$ cat config.mk
export PLATFORM = sky130hd
export DESIGN_NAME = pfc_chan
export DESIGN_NICKNAME = d
export VERILOG_FILES = /design/src/rtl/pfc_pkg.sv /design/src/rtl/pfc_store.sv /design/src/rtl/pfc_gate.sv /design/src/rtl/pfc_chan.sv
export SDC_FILE = /design/constraint.sdc
export NUM_CORES = 1
export LEC_CHECK = 0
export BUFFER_PORTS_ARGS = -buffer_cell sky130_fd_sc_hd__buf_4
export CAP_MARGIN = 25
export CORE_MARGIN = 3
export CORE_UTILIZATION = 35
export CTS_CLUSTER_SIZE = 25
export DETAILED_ROUTE_END_ITERATION = 10
export PLACE_DENSITY_LB_ADDON = 0.12
export SYNTH_ARGS = -nofsm -noshare
export SYNTH_HDL_FRONTEND = slang
export SYNTH_SLANG_ARGS = --single-unit
$ cat constraint.sdc
create_clock -name clk -period 8.1 [get_ports clk]
set_clock_uncertainty 0.05 [all_clocks]
set_input_delay 0.405 -clock clk [delete_from_list [all_inputs] [get_ports clk]]
set_output_delay 0.405 -clock clk [all_outputs]
set_load 0.02 [all_outputs]
$ cat src/rtl/pfc_pkg.sv
package pfc_pkg;
  typedef enum logic {
    DIR_PLAY = 1'b0,
    DIR_CAPT = 1'b1
  } dir_e;
endpackage

$ cat src/rtl/pfc_store.sv
module pfc_store #(
  parameter int DW    = 16,
  parameter int DEPTH = 32,
  parameter int AW    = 5,
  parameter int CW    = 6
) (
  input  logic          clk,
  input  logic          rst_n,
  input  logic          clr_i,
  input  logic          push_i,
  input  logic          pop_i,
  input  logic [DW-1:0] wdata_i,
  output logic [DW-1:0] rdata_o,
  output logic [CW-1:0] cnt_o
);
  logic [DW-1:0] mem [DEPTH];
  logic [AW-1:0] wr_ptr_q, wr_ptr_d, rd_ptr_q, rd_ptr_d;
  logic [CW-1:0] cnt_q, cnt_d;

  function automatic logic [AW-1:0] ptr_inc(input logic [AW-1:0] p);
    return (p == AW'(DEPTH - 1)) ? '0 : p + 1'b1;
  endfunction

  always_comb begin
    wr_ptr_d = wr_ptr_q;
    rd_ptr_d = rd_ptr_q;
    cnt_d    = cnt_q;
    if (clr_i) begin
      wr_ptr_d = '0;
      rd_ptr_d = '0;
      cnt_d    = '0;
    end else begin
      if (push_i) wr_ptr_d = ptr_inc(wr_ptr_q);
      if (pop_i)  rd_ptr_d = ptr_inc(rd_ptr_q);
      cnt_d = cnt_q + CW'(push_i) - CW'(pop_i);
    end
  end

  always_ff @(posedge clk or negedge rst_n) begin
    if (!rst_n) begin
      wr_ptr_q <= '0;
      rd_ptr_q <= '0;
      cnt_q    <= '0;
    end else begin
      wr_ptr_q <= wr_ptr_d;
      rd_ptr_q <= rd_ptr_d;
      cnt_q    <= cnt_d;
    end
  end

  always_ff @(posedge clk) begin
    if (push_i && !clr_i) mem[wr_ptr_q] <= wdata_i;
  end

  assign rdata_o = mem[rd_ptr_q];
  assign cnt_o   = cnt_q;


  pop_drains_chk: assert property (@(posedge clk) disable iff (!rst_n)
    (pop_i && !push_i && !clr_i) |=> (cnt_q == $past(cnt_q) - 1'b1));


  cnt_bound_chk: assert property (@(posedge clk) disable iff (!rst_n)
    cnt_q <= CW'(DEPTH));
endmodule

$ cat src/rtl/pfc_gate.sv
module pfc_gate
  import pfc_pkg::*;
#(
  parameter int CW    = 6,
  parameter int CFG_W = 7
) (
  input  logic             clk,
  input  logic             rst_n,
  input  logic             clr_i,
  input  dir_e             dir_i,
  input  logic [CW-1:0]    cnt_i,
  input  logic [CFG_W-1:0] thr_i,
  input  logic             ready_i,
  output logic             valid_o,
  output logic             underrun_evt_o
);
  logic live_q, live_d;
  logic empty, thr_met;

  assign empty   = (cnt_i == '0);
  assign thr_met = (CFG_W'(cnt_i) >= thr_i);

  always_comb begin
    live_d = live_q;
    if (clr_i || empty)                       live_d = 1'b0;
    else if (dir_i == DIR_PLAY && thr_met)    live_d = 1'b1;
  end

  always_ff @(posedge clk or negedge rst_n) begin
    if (!rst_n) live_q <= 1'b0;
    else        live_q <= live_d;
  end

  assign valid_o = !empty && (dir_i == DIR_CAPT || live_q || thr_met);
  assign underrun_evt_o = ready_i && empty && (dir_i == DIR_CAPT || live_q);


  gate_close_chk: assert property (@(posedge clk) disable iff (!rst_n)
    $fell(live_q) |-> ($past(cnt_i) == '0 || $past(clr_i)));


  open_at_thr_chk: assert property (@(posedge clk) disable iff (!rst_n)
    ($rose(valid_o) && dir_i == DIR_PLAY) |-> (CFG_W'(cnt_i) >= thr_i));
endmodule

$ cat src/rtl/pfc_chan.sv
module pfc_chan
  import pfc_pkg::*;
#(
  parameter int DW       = 16,
  parameter int DEPTH    = 32,
  localparam int AW      = $clog2(DEPTH),
  localparam int CW      = AW + 1,
  localparam int CFG_W   = CW + 1
) (
  input  logic             clk,
  input  logic             rst_n,
  input  logic             chan_clr,
  input  logic             cfg_dir,
  input  logic [CFG_W-1:0] cfg_depth,
  input  logic [CFG_W-1:0] cfg_thresh,
  input  logic             wr_en,
  input  logic [DW-1:0]    wr_data,
  output logic             dn_valid,
  input  logic             dn_ready,
  output logic [DW-1:0]    dn_data,
  output logic             word_pulse,
  output logic [CW-1:0]    occupancy,
  output logic             overrun,
  output logic             underrun
);
  logic [CFG_W-1:0] depth_eff, thr_eff;
  logic             full, push, pop, urun_evt;
  logic             ovr_q, ovr_d, urn_q, urn_d;
  dir_e             dir;

  assign dir       = dir_e'(cfg_dir);
  assign depth_eff = (cfg_depth == '0 || cfg_depth > CFG_W'(DEPTH)) ? CFG_W'(DEPTH) : cfg_depth;
  assign thr_eff   = (cfg_thresh == '0) ? CFG_W'(1) :
                     (cfg_thresh > depth_eff) ? depth_eff : cfg_thresh;
  assign full      = (CFG_W'(occupancy) >= depth_eff);
  assign push      = wr_en && !full;
  assign pop       = dn_valid && dn_ready;

  pfc_store #(.DW(DW), .DEPTH(DEPTH), .AW(AW), .CW(CW)) u_store (
    .clk(clk), .rst_n(rst_n), .clr_i(chan_clr), .push_i(push), .pop_i(pop),
    .wdata_i(wr_data), .rdata_o(dn_data), .cnt_o(occupancy)
  );

  pfc_gate #(.CW(CW), .CFG_W(CFG_W)) u_gate (
    .clk(clk), .rst_n(rst_n), .clr_i(chan_clr), .dir_i(dir), .cnt_i(occupancy),
    .thr_i(thr_eff), .ready_i(dn_ready), .valid_o(dn_valid), .underrun_evt_o(urun_evt)
  );

  always_comb begin
    ovr_d = ovr_q;
    urn_d = urn_q;
    if (chan_clr) begin
      ovr_d = 1'b0;
      urn_d = 1'b0;
    end else begin
      if (wr_en && full) ovr_d = 1'b1;
      if (urun_evt)      urn_d = 1'b1;
    end
  end

  always_ff @(posedge clk or negedge rst_n) begin
    if (!rst_n) begin
      ovr_q <= 1'b0;
      urn_q <= 1'b0;
    end else begin
      ovr_q <= ovr_d;
      urn_q <= urn_d;
    end
  end

  assign word_pulse = pop;
  assign overrun    = ovr_q;
  assign underrun   = urn_q;


  drop_flags_chk: assert property (@(posedge clk) disable iff (!rst_n)
    (wr_en && full && !chan_clr) |=> (overrun && occupancy <= $past(occupancy)));


  underrun_sticky_chk: assert property (@(posedge clk) disable iff (!rst_n)
    (underrun && !chan_clr) |=> underrun);


  clear_empties_chk: assert property (@(posedge clk) disable iff (!rst_n)
    chan_clr |=> (occupancy == '0 && !overrun && !underrun && !dn_valid));
endmodule

# ---- After elaboration in Yosys (flattened, before gate mapping)
# Memories as Yosys holds them, arrays and structs flattened.
# Index checks and enable logic that the tools add are counted.
dict set report word_totals {
  register_bits 19
  ram_bits 512
  output_inout_bits 26
  word_cells 59
  n_memories 1
}
# memory words word_bits rd rd_ports_with_merged_regs write_ports line
set mem_list {}
lappend mem_list {u_store.mem 32 16 1 0 1 pfc_store.sv:16} ;# logic [DW-1:0] mem [DEPTH];
dict set report classes {
  n_addsub 4
  n_lt_le_gt_ge 4
  eq_ne 2
  n_mux 18
  bitwise_logic 1
  reduce_logical 23
}
# op n
set ops {}
lappend ops {{two-way mux 5 bit} 6}
lappend ops {{two-way mux 7 bit} 3}
lappend ops {{>= comparator 6 x 7 -> 1 bit} 2}
lappend ops {{logical NOT 7 bit} 2}
lappend ops {{adder 5 x 1 -> 5 bit (second input constant)} 2}
lappend ops {{== test 5 bit (second input constant)} 2}
lappend ops {{nonzero test 2 bit} 5}
lappend ops {{logical AND 1 bit} 8}
lappend ops {{two-way mux 1 bit} 8}
lappend ops {{> comparator 7 x 6 -> 1 bit (second input constant)} 1}
lappend ops {{> comparator 7 bit} 1}
lappend ops {{adder 6 x 1 -> 6 bit} 1}
lappend ops {{logical NOT 6 bit} 1}
lappend ops {{two-way mux 6 bit} 1}
lappend ops {{subtractor 6 x 1 -> 6 bit} 1}
lappend ops {{logical OR 1 bit} 4}
lappend ops {{logical NOT 1 bit} 3}
lappend ops {{NOT 1 bit} 1}

# ---- Depth between registers and ports, before layout
# Gate-level depths: netlist of the first run.
dict set report logic_depth {
  word_depth 12
  mapped_depth 26
}

# ---- Hierarchy
# A second synthesis of the first run with hierarchy kept.
dict set report hier_totals {
  cells_unflattened 1175
  hier_area_um2 21480.6
}
# module instances cells_per_inst area_per_inst_um2
set modules_own_cells {}
lappend modules_own_cells {pfc_store 1 1065 20663.6}
lappend modules_own_cells {pfc_chan 1 79 578.1}
lappend modules_own_cells {pfc_gate 1 31 239.0}

# ---- Worst setup path before layout of the first run
# No wires, ideal clock.
dict set report synth_timing {
  path_type {input port to flip-flop}
  from {input cfg_depth[5]}
  to {register u_store.cnt_q[4] (netlist: u_store.cnt_o[4])}
  setup_ns 0.132
  arrival_time_ns 5.300
  slack_ns 2.618
  stages 25
  path_buffers 1
  cell_sequence {nor2_1 > buf_2 > nand2_1 > ha_1 > nand2_1 > o21a_1 > o311a_1 > a21oi_1 > nor2_1 > a211o_1 > ha_1 > nand2b_1 > a2111oi_0 > o211ai_1 > nand3b_1 > a31oi_2 > ha_1 > inv_1 > ha_1 > fa_1 > a21oi_1 > nor2_1 > nor2_1 > xor2_1 > nor2_1}
}
dict set report synth_via {
  elab_chain_cells 12
  word_cells_on_any_way 17
  cone_classes {add/sub (2); order compare (4); mux (4); reduce/logical (7)}
}
# element line
set synth_rtl {}
lappend synth_rtl {{start: declaration} pfc_chan.sv:14} ;# input logic [CFG_W-1:0] cfg_depth,
lappend synth_rtl {{> comparator 7 x 6 -> 1 bit or logical NOT 7 bit (tied branches)} pfc_chan.sv:32} ;# assign depth_eff = (cfg_depth == '0 || cfg_depth > CFG_W'(DEPTH)) ? CFG_W'(DEPTH) : cfg_depth;
lappend synth_rtl {{logical OR 1 bit} pfc_chan.sv:32}
lappend synth_rtl {{two-way mux 7 bit *} pfc_chan.sv:32}
lappend synth_rtl {{> comparator 7 bit} pfc_chan.sv:34} ;# (cfg_thresh > depth_eff) ? depth_eff : cfg_thresh;
lappend synth_rtl {{two-way mux 7 bit *} pfc_chan.sv:34}
lappend synth_rtl {{two-way mux 7 bit *} pfc_chan.sv:33} ;# assign thr_eff = (cfg_thresh == '0) ? CFG_W'(1) :
lappend synth_rtl {{>= comparator 6 x 7 -> 1 bit *} pfc_gate.sv:21} ;# assign thr_met = (CFG_W'(cnt_i) >= thr_i);
lappend synth_rtl {{logical OR 1 bit *} pfc_gate.sv:34} ;# assign valid_o = !empty && (dir_i == DIR_CAPT || live_q || thr_met);
lappend synth_rtl {{logical AND 1 bit *} pfc_gate.sv:34}
lappend synth_rtl {{logical AND 1 bit *} pfc_chan.sv:37} ;# assign pop = dn_valid && dn_ready;
lappend synth_rtl {{net word_pulse} pfc_chan.sv:21} ;# output logic word_pulse,
lappend synth_rtl {{subtractor 6 x 1 -> 6 bit *} pfc_store.sv:35} ;# cnt_d = cnt_q + CW'(push_i) - CW'(pop_i);
lappend synth_rtl {{two-way mux 6 bit *} pfc_store.sv:28} ;# if (clr_i) begin
lappend synth_rtl {{net u_store.cnt_d[4]} pfc_store.sv:18} ;# logic [CW-1:0] cnt_q, cnt_d;
lappend synth_rtl {{end signal: assignment} pfc_store.sv:47} ;# cnt_q <= cnt_d;
lappend synth_rtl {{end: declaration} pfc_store.sv:18}
# The timed path passes the listed nets; every way through them passes the cells marked *.
# A chain may end at the register's enable or synchronous reset.

# ---- Worst setup path in the final report of the first run
dict set report layout_timing {
  from {input cfg_depth[5]}
  to {register u_store.cnt_q[4] (netlist: u_store.cnt_o[4])}
}
dict set report layout_via {
  elab_chain_cells 12
  word_cells_on_any_way 17
  cone_classes {add/sub (2); order compare (4); mux (4); reduce/logical (7)}
}
# element line
set layout_rtl {}
lappend layout_rtl {{> comparator 7 x 6 -> 1 bit or logical NOT 7 bit (tied branches)} pfc_chan.sv:32}
lappend layout_rtl {{logical OR 1 bit} pfc_chan.sv:32}
lappend layout_rtl {{two-way mux 7 bit *} pfc_chan.sv:32}
lappend layout_rtl {{> comparator 7 bit} pfc_chan.sv:34}
lappend layout_rtl {{two-way mux 7 bit} pfc_chan.sv:34}
lappend layout_rtl {{two-way mux 7 bit} pfc_chan.sv:33}
lappend layout_rtl {{>= comparator 6 x 7 -> 1 bit} pfc_gate.sv:21}
lappend layout_rtl {{logical OR 1 bit} pfc_gate.sv:34}
lappend layout_rtl {{logical AND 1 bit} pfc_gate.sv:34}
lappend layout_rtl {{logical AND 1 bit} pfc_chan.sv:37}
lappend layout_rtl {{subtractor 6 x 1 -> 6 bit *} pfc_store.sv:35}
lappend layout_rtl {{two-way mux 6 bit *} pfc_store.sv:28}
lappend layout_rtl {{net u_store.cnt_d[4]} pfc_store.sv:18}
# Marks and branches as above.

==> qor.csv, run 1 <==
stage;metric;value;unit
run_status;status;finished clean;
clocking;clock-pin transition on the worst setup and hold timing paths;0.06;ns
finish;share of layout cells above drive strength 1;0.342;
global_routing;initial antenna violation count;0;
sta;Final WS setup;2.31;ns
global_routing;global-route wire length before repair;74.6;mm
place;cell count after placement;1795;
worst_setup_path;delay-heaviest family, CP;compound AO/OA/AOI/OAI gates;
min_path;hold path startpoint;cfg_dir;
floorplanning;I/O Pins;62;
pwr;Power Dens Cells;264;mW/mm^2
drt;1st-iter DRT viols;769;
clocking;clk sinks;531;
worst_setup_path;Reg-to-Reg Start;u_store.cnt_o[2];
floorplanning;row count;89;
worst_setup_path;Max FO, Critical Path;12;
worst_setup_path;Setup crit start kind;input pin;
synth;number of enable flip-flop cells after synthesis;512;
clocking;clock buffer depth;3;
min_path;HP Class;in -> reg;
sta;Final Slew Violations;0;
sta;fmax;0.173;GHz
worst_setup_path;CP Buf/Inv Count;2;
sta;Hold Fails Final Rpt;0;
sta;Slew headroom;0.338;
worst_setup_path;Largest stage delay, worst path;0.65;ns
sta;Worst Max-Slew Pin Slew;0.993;ns
sta;fin crit period;5.79;ns
drt;DRC;0;
synth;synthesized cell area;0.0213;sq mm
synth;syn nets;1042;
finish;Layout Cells excl Fill;1903;
sta;RSZ-0062 raised after global routing;false;
drt;post-route ant nets;0;
worst_setup_path;slowest cell on the critical path;nor2_1;
clocking;CTS tree;done;
worst_setup_path;kind of critical path;in -> reg;
worst_setup_path;Worst setup EP type;flip-flop;
drt;WL final;50.6;mm
worst_setup_path;crit path DAT;6.24;ns
drt;Vias/cell;5.26;
place;Port Buffer Count;61;
global_routing;GR Util All Layers;0.162;
synth;Gate Count Post-Synth;973;
synth;Async S/R FF share, synth;0.0358;
synth;Post-Syn Area per Cell;21.9;sq um
sta;Post-Route Setup TNS;0;ns
clocking;CTS resizes;0;
sta;Final Setup Violations;0;
worst_setup_path;Worst Path Required;8.54;ns
clocking;Skew-Pair Late Insertion Delay;0.63;ns
worst_setup_path;Worst Setup SP;cfg_depth[5];
pwr;Max VDD drop;0.174;mV
clocking;post-CTS setup repair buffer count;0;
floorplanning;Starting Density;0.357;
synth;Yosys cell types;52;
pwr;PnR Total Power;6.51;mW
synth;Yosys warning count;0;
place;HPWL after DPL;27.2;mm
global_routing;grt ovf;0;
synth;Yosys reg bits;531;
drt;wire length per cell;26.6;um
finish;layout net count;1153;
worst_setup_path;most used cell, CP;nor2_1;
global_routing;vias in the first global route;10600;
finish;Area Overhead vs Synth;15.7;%
floorplanning;die width;253;um
clocking;H-tree depth;2;
floorplanning;placeable core area;0.0596;sq mm
place;Place WS;1.74;ns
pwr;leak pwr;7.69;nW
global_routing;largest net degree at the start of global routing;91;
floorplanning;full die area;0.0638;sq mm
floorplanning;die boundary height;253;um
finish;fillcell total;5221;
drt;DRT Pass-1 Iters;5;
sta;crit share post-route;0.715;
synth;sequential element share of the synthesized area;0.745;
synth;Most used DFF post-synth;edfxtp_1;
clocking;TritonCTS Buffers;57;
clocking;Root Buffer;clkbuf_16;
finish;diodes inserted;0;
place;Placer Congestion;0.777;
run;max capacitance violation total;0;
drt;via count;10000;
[registers in the layout (all words and copies together) (netlist names)]
register and count:
overrun 1, underrun 1, u_store.wr_ptr_q 5, u_gate.live_q 1, u_store.rd_ptr_q 5, u_store.cnt_o 6, u_store.mem 512
[Yosys cell counts, types with 2 or more instances]
library cell	count	area, sq um
nor4_1	2	12.5
or3b_2	2	17.5
a21o_1	6	45.0
or3_1	2	12.5
a211o_1	2	17.5
buf_2	10	50.1
a32o_1	2	20.0
and3_1	4	25.0
o21a_1	2	15.0
nand2b_1	6	37.5
nor2_1	51	191
nand2_1	19	71.3
nor2b_1	2	12.5
mux4_2	160	3600
buf_1	9	33.8
clkbuf_1	26	97.6
edfxtp_1	512	15400
a21oi_1	13	65.1
mux2_2	16	180
nand3_1	7	35.0
a31oi_1	4	25.0
dfrtp_1	19	475
ha_1	32	400
o211ai_1	3	22.5
inv_1	19	71.3
or4_1	2	15.0
nand3b_1	4	30.0
xnor2_1	3	26.3
mux2i_1	3	30.0
o21ai_0	8	40.0
nor4b_1	2	17.5
[placed cells by master (no fill, tap or decap), drive strengths merged, types with 3 or more instances in the layout]
| cell | n |
|---|---|
| clkinv | 20 |
| inv | 23 |
| clkbuf | 80 |
| a31oi | 5 |
| o21ai | 8 |
| nand3b | 4 |
| edfxtp | 512 |
| nand2 | 19 |
| nand3 | 7 |
| nand2b | 7 |
| a21oi | 13 |
| o211ai | 3 |
| a21o | 6 |
| mux2i | 3 |
| ha | 32 |
| nor2 | 51 |
| mux4 | 160 |
| dlygate4sd3 | 3 |
| buf | 94 |
| xnor2 | 3 |
| and3 | 4 |
| mux2 | 16 |
| or3 | 3 |
| dfrtp | 19 |
[final timing paths]
check	to	slack, ns	cells past startpoint
max in group asynchronous	u_store.rd_ptr_q[1]	7.59	2
max	u_store.cnt_o[4]	2.31	25
min reg2reg	underrun	0.46	2
min in group asynchronous	u_store.cnt_o[5]	0.15	2
min	u_gate.live_q	0.06	4
max reg2reg	u_store.mem[21][1]	4.22	9
[tightest hold or removal path: cells and delay by family]
kind | cells | cell delay (ns)
AND/OR/NAND/NOR | 1 | 0.05
buffers and inverters | 2 | 0.11
AO/OA/AOI/OAI | 1 | 0.11
[where the power goes]
part / internal, mW / total [mW] / switching [mW]
logic: 0.498 / 0.990 / 0.492
registers: 3.05 / 3.12 / 0.0713
clock network: 1.36 / 2.39 / 1.04
[per-stage QoR]
| stage | hold WS [ns] | area (sq um) | utilization |
|---|---|---|---|
| global route | 0.0644 | 24600 | 0.413 |
| CTS | 0.0195 | 24600 | 0.413 |
| global placement | 0.256 | 22900 | 0.384 |
| finish | 0.0646 | 24600 | 0.413 |
| detailed placement | 0.254 | 22900 | 0.384 |
| floorplan | 0.0594 | 21300 | - |
[final cells by class]
| type | count | area, sq um | share of cell area |
|---|---|---|---|
| sequential | 531 | 15900 | 0.644 |
| multi-input combinational | 377 | 5270 | 0.214 |
| clock buffer | 80 | 1540 | 0.0627 |
| tap | 773 | 967 | 0.0393 |
| timing repair buffer | 97 | 748 | 0.0304 |
| clock inverter | 25 | 160 | 0.00650 |
| inverter | 20 | 75.1 | 0.00305 |
[timing repair]
action / 4_1_cts / 5_1_grt
hold buffers: 3 / 0
endpoints found under the hold margin: 21 / 0
endpoints found under the setup margin: 0 / 0
[metal layers]
| layer | vias up | global-route usage | wire, um |
|---|---|---|---|
| met5 | - | 0 | 0 |
| met2 | 252 | 0.260 | 24200 |
| met1 | 5398 | 0.232 | 23100 |
| met3 | 65 | 0.0242 | 2330 |
| met4 | 0 | 0.0491 | 1020 |
| li1 | 4303 | - | - |
[kinds of logic (layout without fill, tap and decap cells)]
family / Yosys count / after routing / share of synthesized area
flops: 531 / 531 / 0.745
mux: 179 / 179 / 0.179
simple gates: 111 / 111 / 0.0257
buf+inv: 65 / 222 / 0.0121
compound gates: 48 / 48 / 0.0158
fa+ha+maj: 34 / 34 / 0.0203
xor+xnor: 4 / 4 / 0.00165
other cells: 1 / 1 / 0.000176
(Power assumes the default switching activity.)
==> run 2: changes to the inputs <==
clock period = 5.1 ns   (was 8.1 ns; I/O delays follow)
==> qor.csv, run 2 (synthesized netlist as in run 1, its figures left out) <==
stage;metric;value;unit
place;Placer Congestion;0.785;
finish;most frequent cells in the layout;edfxtp_1, mux4_2, buf_4;
worst_setup_path;Largest stage delay, worst path;0.47;ns
clocking;Skew-Pair Late Insertion Delay;0.59;ns
drt;DRC;0;
place;Port Buffer Count;61;
drt;metal2 WL;23.9;mm
pwr;Power Dens Cells;413;mW/mm^2
pwr;Max VDD drop;0.304;mV
worst_setup_path;Setup crit start kind;input pin;
drt;wire length per cell;25.7;um
clocking;clock-pin transition on the worst setup and hold timing paths;0.06;ns
global_routing;global-route wire length before repair;73.2;mm
sta;fin crit period;4.49;ns
drt;post-route ant nets;0;
finish;layout net count;1188;
sta;Post-Route Setup TNS;0;ns
clocking;TritonCTS Buffers;55;
drt;DRT Pass-1 Iters;4;
sta;Final Slew Violations;0;
clocking;clock buffer depth;3;
worst_setup_path;slowest cell on the critical path;a2111oi_1;
sta;Worst Max-Slew Pin Slew;0.960;ns
run;max capacitance violation total;0;
floorplanning;full die area;0.0638;sq mm
place;HPWL after DPL;28.5;mm
worst_setup_path;Worst Path Required;5.52;ns
finish;diodes inserted;0;
worst_setup_path;crit path DAT;4.91;ns
finish;Area Overhead vs Synth;17.5;%
pwr;leak pwr;7.87;nW
clocking;clk sinks;531;
drt;DR WL met3;2.06;mm
finish;share of layout cells above drive strength 1;0.345;
floorplanning;Starting Density;0.357;
floorplanning;row count;89;
drt;WL met1;22.8;mm
clocking;post-CTS setup repair buffer count;0;
run_status;status;finished clean;
sta;Slew headroom;0.360;
sta;crit share post-route;0.879;
worst_setup_path;Max FO, Critical Path;12;
clocking;H-tree depth;2;
drt;WL final;49.8;mm
clocking;CTS tree;done;
global_routing;GR Util All Layers;0.158;
drt;Vias/cell;5.19;
drt;top sig layer;met4;
floorplanning;die boundary height;253;um
global_routing;largest net degree at the start of global routing;71;
sta;fmax;0.223;GHz
floorplanning;I/O Pins;62;
finish;max reg flops;512;
global_routing;vias in the first global route;10600;
clocking;Root Buffer;clkbuf_16;
worst_setup_path;kind of critical path;in -> reg;
min_path;HP Class;in -> reg;
sta;Hold Fails Final Rpt;0;
drt;1st-iter DRT viols;839;
finish;Reg with most FFs;u_store.mem;
floorplanning;die width;253;um
worst_setup_path;most used cell, CP;nor2_1;
sta;final hold slack;0.0363;ns
worst_setup_path;Worst setup EP type;flip-flop;
global_routing;initial antenna violation count;0;
global_routing;grt ovf;0;
drt;via count;10000;
sta;RSZ-0062 raised after global routing;false;
floorplanning;placeable core area;0.0596;sq mm
finish;most common cell after layout, fill and taps aside;edfxtp_1;
sta;Final Setup Violations;0;
-- run 2: metrics by stage --
stage          power [mW]  instances   util  worst slack [ns]  cell area [sq um]
2_1_floorplan        6.12        973      -           0.00665              21300
3_3_place_gp         6.71       1811  0.387            0.0510              23100
3_5_place_dp         6.71       1811  0.387            0.0471              23100
4_1_cts              10.5       1934  0.419             0.679              25000
5_1_grt              10.8       1935  0.420             0.247              25000
6_report             10.3       1935  0.420             0.615              25000
-- run 2: cell type report --
class / instances / area (sq um)
timing repair buffer: 134 / 1160
multi-input combinational: 377 / 5260
clock buffer: 69 / 1430
fill: 5197 / 34600
clock inverter: 31 / 240
sequential: 531 / 15900
inverter: 20 / 75.1
tap: 773 / 967
-- run 2: report_power, final --
part	internal (mW)	switching [mW]	total [mW]
clock network	2.09	1.64	3.73
registers	4.84	0.113	4.96
logic	0.847	0.803	1.65
-- run 2: worst paths after layout --
check / from / end / slack [ns] / cells after the start
setup / recovery: cfg_depth[5] / u_store.cnt_o[4] / 0.61 / 26
hold / removal: wr_data[12] / u_store.mem[10][12] / 0.04 / 1
setup reg to reg: u_store.cnt_o[2] / u_store.mem[7][11] / 1.16 / 9
hold reg to reg: u_store.wr_ptr_q[1] / u_store.wr_ptr_q[1] / 0.57 / 2
max in group asynchronous: rst_n / u_store.rd_ptr_q[1] / 3.55 / 4
min in group asynchronous: rst_n / u_store.cnt_o[5] / 0.57 / 3
-- run 2: what timing repair did --
action,4_1_cts,5_1_grt
gates resized for setup,0,0
hold endpoints to repair,363,0
hold buffers,23,0
-- run 2: metal layers --
layer  GRT usage  up-vias
met3      0.0259       62
met2       0.257      213
li1            -     4377
met1       0.223     5386
met5           0        -
met4      0.0432        0
-- run 2: critical path, delay by kind of cell --
kind | cells | cell delay [ns]
buf+inv | 3 | 0.34
compound gates | 8 | 1.83
xor+xnor | 1 | 0.16
simple gates | 9 | 0.82
fa+ha+maj | 5 | 1.48
==> run 3: changes to the inputs <==
CORE_MARGIN = default   (was 3)
==> qor.csv, run 3 (synthesized netlist as in run 1, its figures left out) <==
stage;metric;value;unit
sta;Worst Max-Slew Pin Slew;0.918;ns
pwr;Max VDD drop;0.275;mV
place;HPWL after DPL;28.9;mm
clocking;TritonCTS Buffers;56;
clocking;clk sinks;531;
clocking;clock buffer depth;3;
clocking;Root Buffer;clkbuf_16;
floorplanning;die boundary height;249;um
global_routing;largest net degree at the start of global routing;53;
pwr;leak pwr;7.95;nW
finish;layout net count;1191;
finish;max reg flops;512;
run;max capacitance violation total;0;
drt;via count;10100;
sta;Final Setup Violations;0;
global_routing;vias in the first global route;10800;
finish;most frequent cells in the layout;edfxtp_1, mux4_2, buf_4;
global_routing;global-route wire length before repair;75.5;mm
finish;fillcell total;5293;
sta;final hold slack;0.0203;ns
worst_setup_path;CP Buf/Inv Count;5;
drt;DRT Pass-1 Iters;5;
pwr;PnR Total Power;10.6;mW
finish;Reg with most FFs;u_store.mem;
worst_setup_path;crit path DAT;4.97;ns
sta;RSZ-0062 raised after global routing;false;
worst_setup_path;Setup crit start kind;input pin;
floorplanning;Starting Density;0.353;
worst_setup_path;delay-heaviest family, CP;compound AO/OA/AOI/OAI gates;
sta;fmax;0.220;GHz
finish;final design utilization;0.417;
sta;crit share post-route;0.889;
global_routing;initial antenna violation count;0;
clocking;CTS resizes;0;
global_routing;GR Util All Layers;0.169;
pwr;Power Dens Cells;421;mW/mm^2
floorplanning;die width;249;um
sta;Slew headroom;0.388;
min_path;HP Class;in -> async;
worst_setup_path;Max FO, Critical Path;9;
floorplanning;placeable core area;0.0602;sq mm
finish;share of layout cells above drive strength 1;0.354;
floorplanning;I/O Pins;62;
sta;Hold Fails Final Rpt;0;
drt;wire length per cell;26.1;um
finish;Final Cell Area;0.0251;sq mm
drt;post-route ant nets;0;
worst_setup_path;Largest stage delay, worst path;0.48;ns
run_status;status;finished clean;
finish;most common cell after layout, fill and taps aside;edfxtp_1;
finish;diodes inserted;0;
sta;Final Slew Violations;0;
drt;WL final;50.9;mm
sta;fin crit period;4.54;ns
drt;Vias/cell;5.17;
worst_setup_path;Worst Path Required;5.54;ns
floorplanning;row count;90;
worst_setup_path;Worst setup EP type;flip-flop;
drt;1st-iter DRT viols;692;
clocking;CTS tree;done;
worst_setup_path;slowest cell on the critical path;a2111oi_1;
place;Placer Congestion;0.767;
clocking;Skew-Pair Late Insertion Delay;0.61;ns
clocking;H-tree depth;2;
global_routing;grt ovf;0;
clocking;clock-pin transition on the worst setup and hold timing paths;0.06;ns
place;Post-DP Area;0.0231;sq mm
worst_setup_path;kind of critical path;in -> reg;
place;Port Buffer Count;61;
clocking;hold buffer count at cts;22;
clocking;post-CTS setup repair buffer count;0;
drt;DRC;0;
floorplanning;full die area;0.0618;sq mm
finish;Area Overhead vs Synth;18.1;%
==> run 3: cell count changes in the layout (fill, tap and decap cells not counted), sizes merged <==
cell / previous run / this run
clkinvlp: 1 / 0
clkbuf: 69 / 76
dlygate4sd3: 23 / 22
inv: 21 / 20
clkinv: 27 / 24
buf: 111 / 114
bufinv: 2 / 4
==> run 3: final cells by class <==
class / instances / area [sq um] / share of cell area
clock buffer: 76 / 1530 / 0.0608
clock inverter: 28 / 283 / 0.0112
inverter: 20 / 75.1 / 0.00299
multi-input combinational: 377 / 5260 / 0.209
sequential: 531 / 15900 / 0.631
tap: 782 / 978 / 0.0389
timing repair buffer: 136 / 1150 / 0.0458
==> run 3: worst reg2reg max path, delay by kind of cell, from the launching register on <==
kind | cells | cell delay, ns
flops | 1 | 0.47
compound gates | 3 | 0.39
simple gates | 3 | 1.46
buf+inv | 1 | 0.23
fa+ha+maj | 2 | 0.70
==> run 3: metal layers <==
metal / GRT usage / up-vias / wire length (um)
met2: 0.270 / 247 / 24400
met5: 0 / - / 0
li1: - / 4379 / -
met1: 0.237 / 5384 / 23100
met3: 0.0256 / 75 / 2140
met4: 0.0571 / 0 / 1300
==> run 3: metrics by stage <==
stage	instances	TNS (ns)	setup WS, ns
3_3_place_gp	1824	0	0.0452
2_1_floorplan	973	0	0.00665
6_report	1950	0	0.564
4_1_cts	1950	0	0.540
5_1_grt	1950	0	0.225
3_5_place_dp	1824	-0.0856	-0.0856
==> run 3: final timing paths <==
check / startpoint / end / slack (ns) / depth (start not counted)
setup / recovery: cfg_depth[5] / u_store.cnt_o[4] / 0.56 / 26
hold / removal: rst_n / u_store.cnt_o[1] / 0.02 / 2
setup reg to reg: u_store.cnt_o[2] / u_store.mem[16][10] / 1.51 / 9
hold reg to reg: u_store.wr_ptr_q[1] / u_store.wr_ptr_q[1] / 0.58 / 2
max in group asynchronous: rst_n / u_store.rd_ptr_q[0] / 4.74 / 2
min in group clk: wr_data[12] / u_store.mem[9][12] / 0.03 / 1
==> run 3: power breakdown <==
| part | internal [mW] | switching (mW) |
|---|---|---|
| combinational | 0.845 | 0.790 |
| clock | 2.31 | 1.69 |
| sequential | 4.84 | 0.120 |
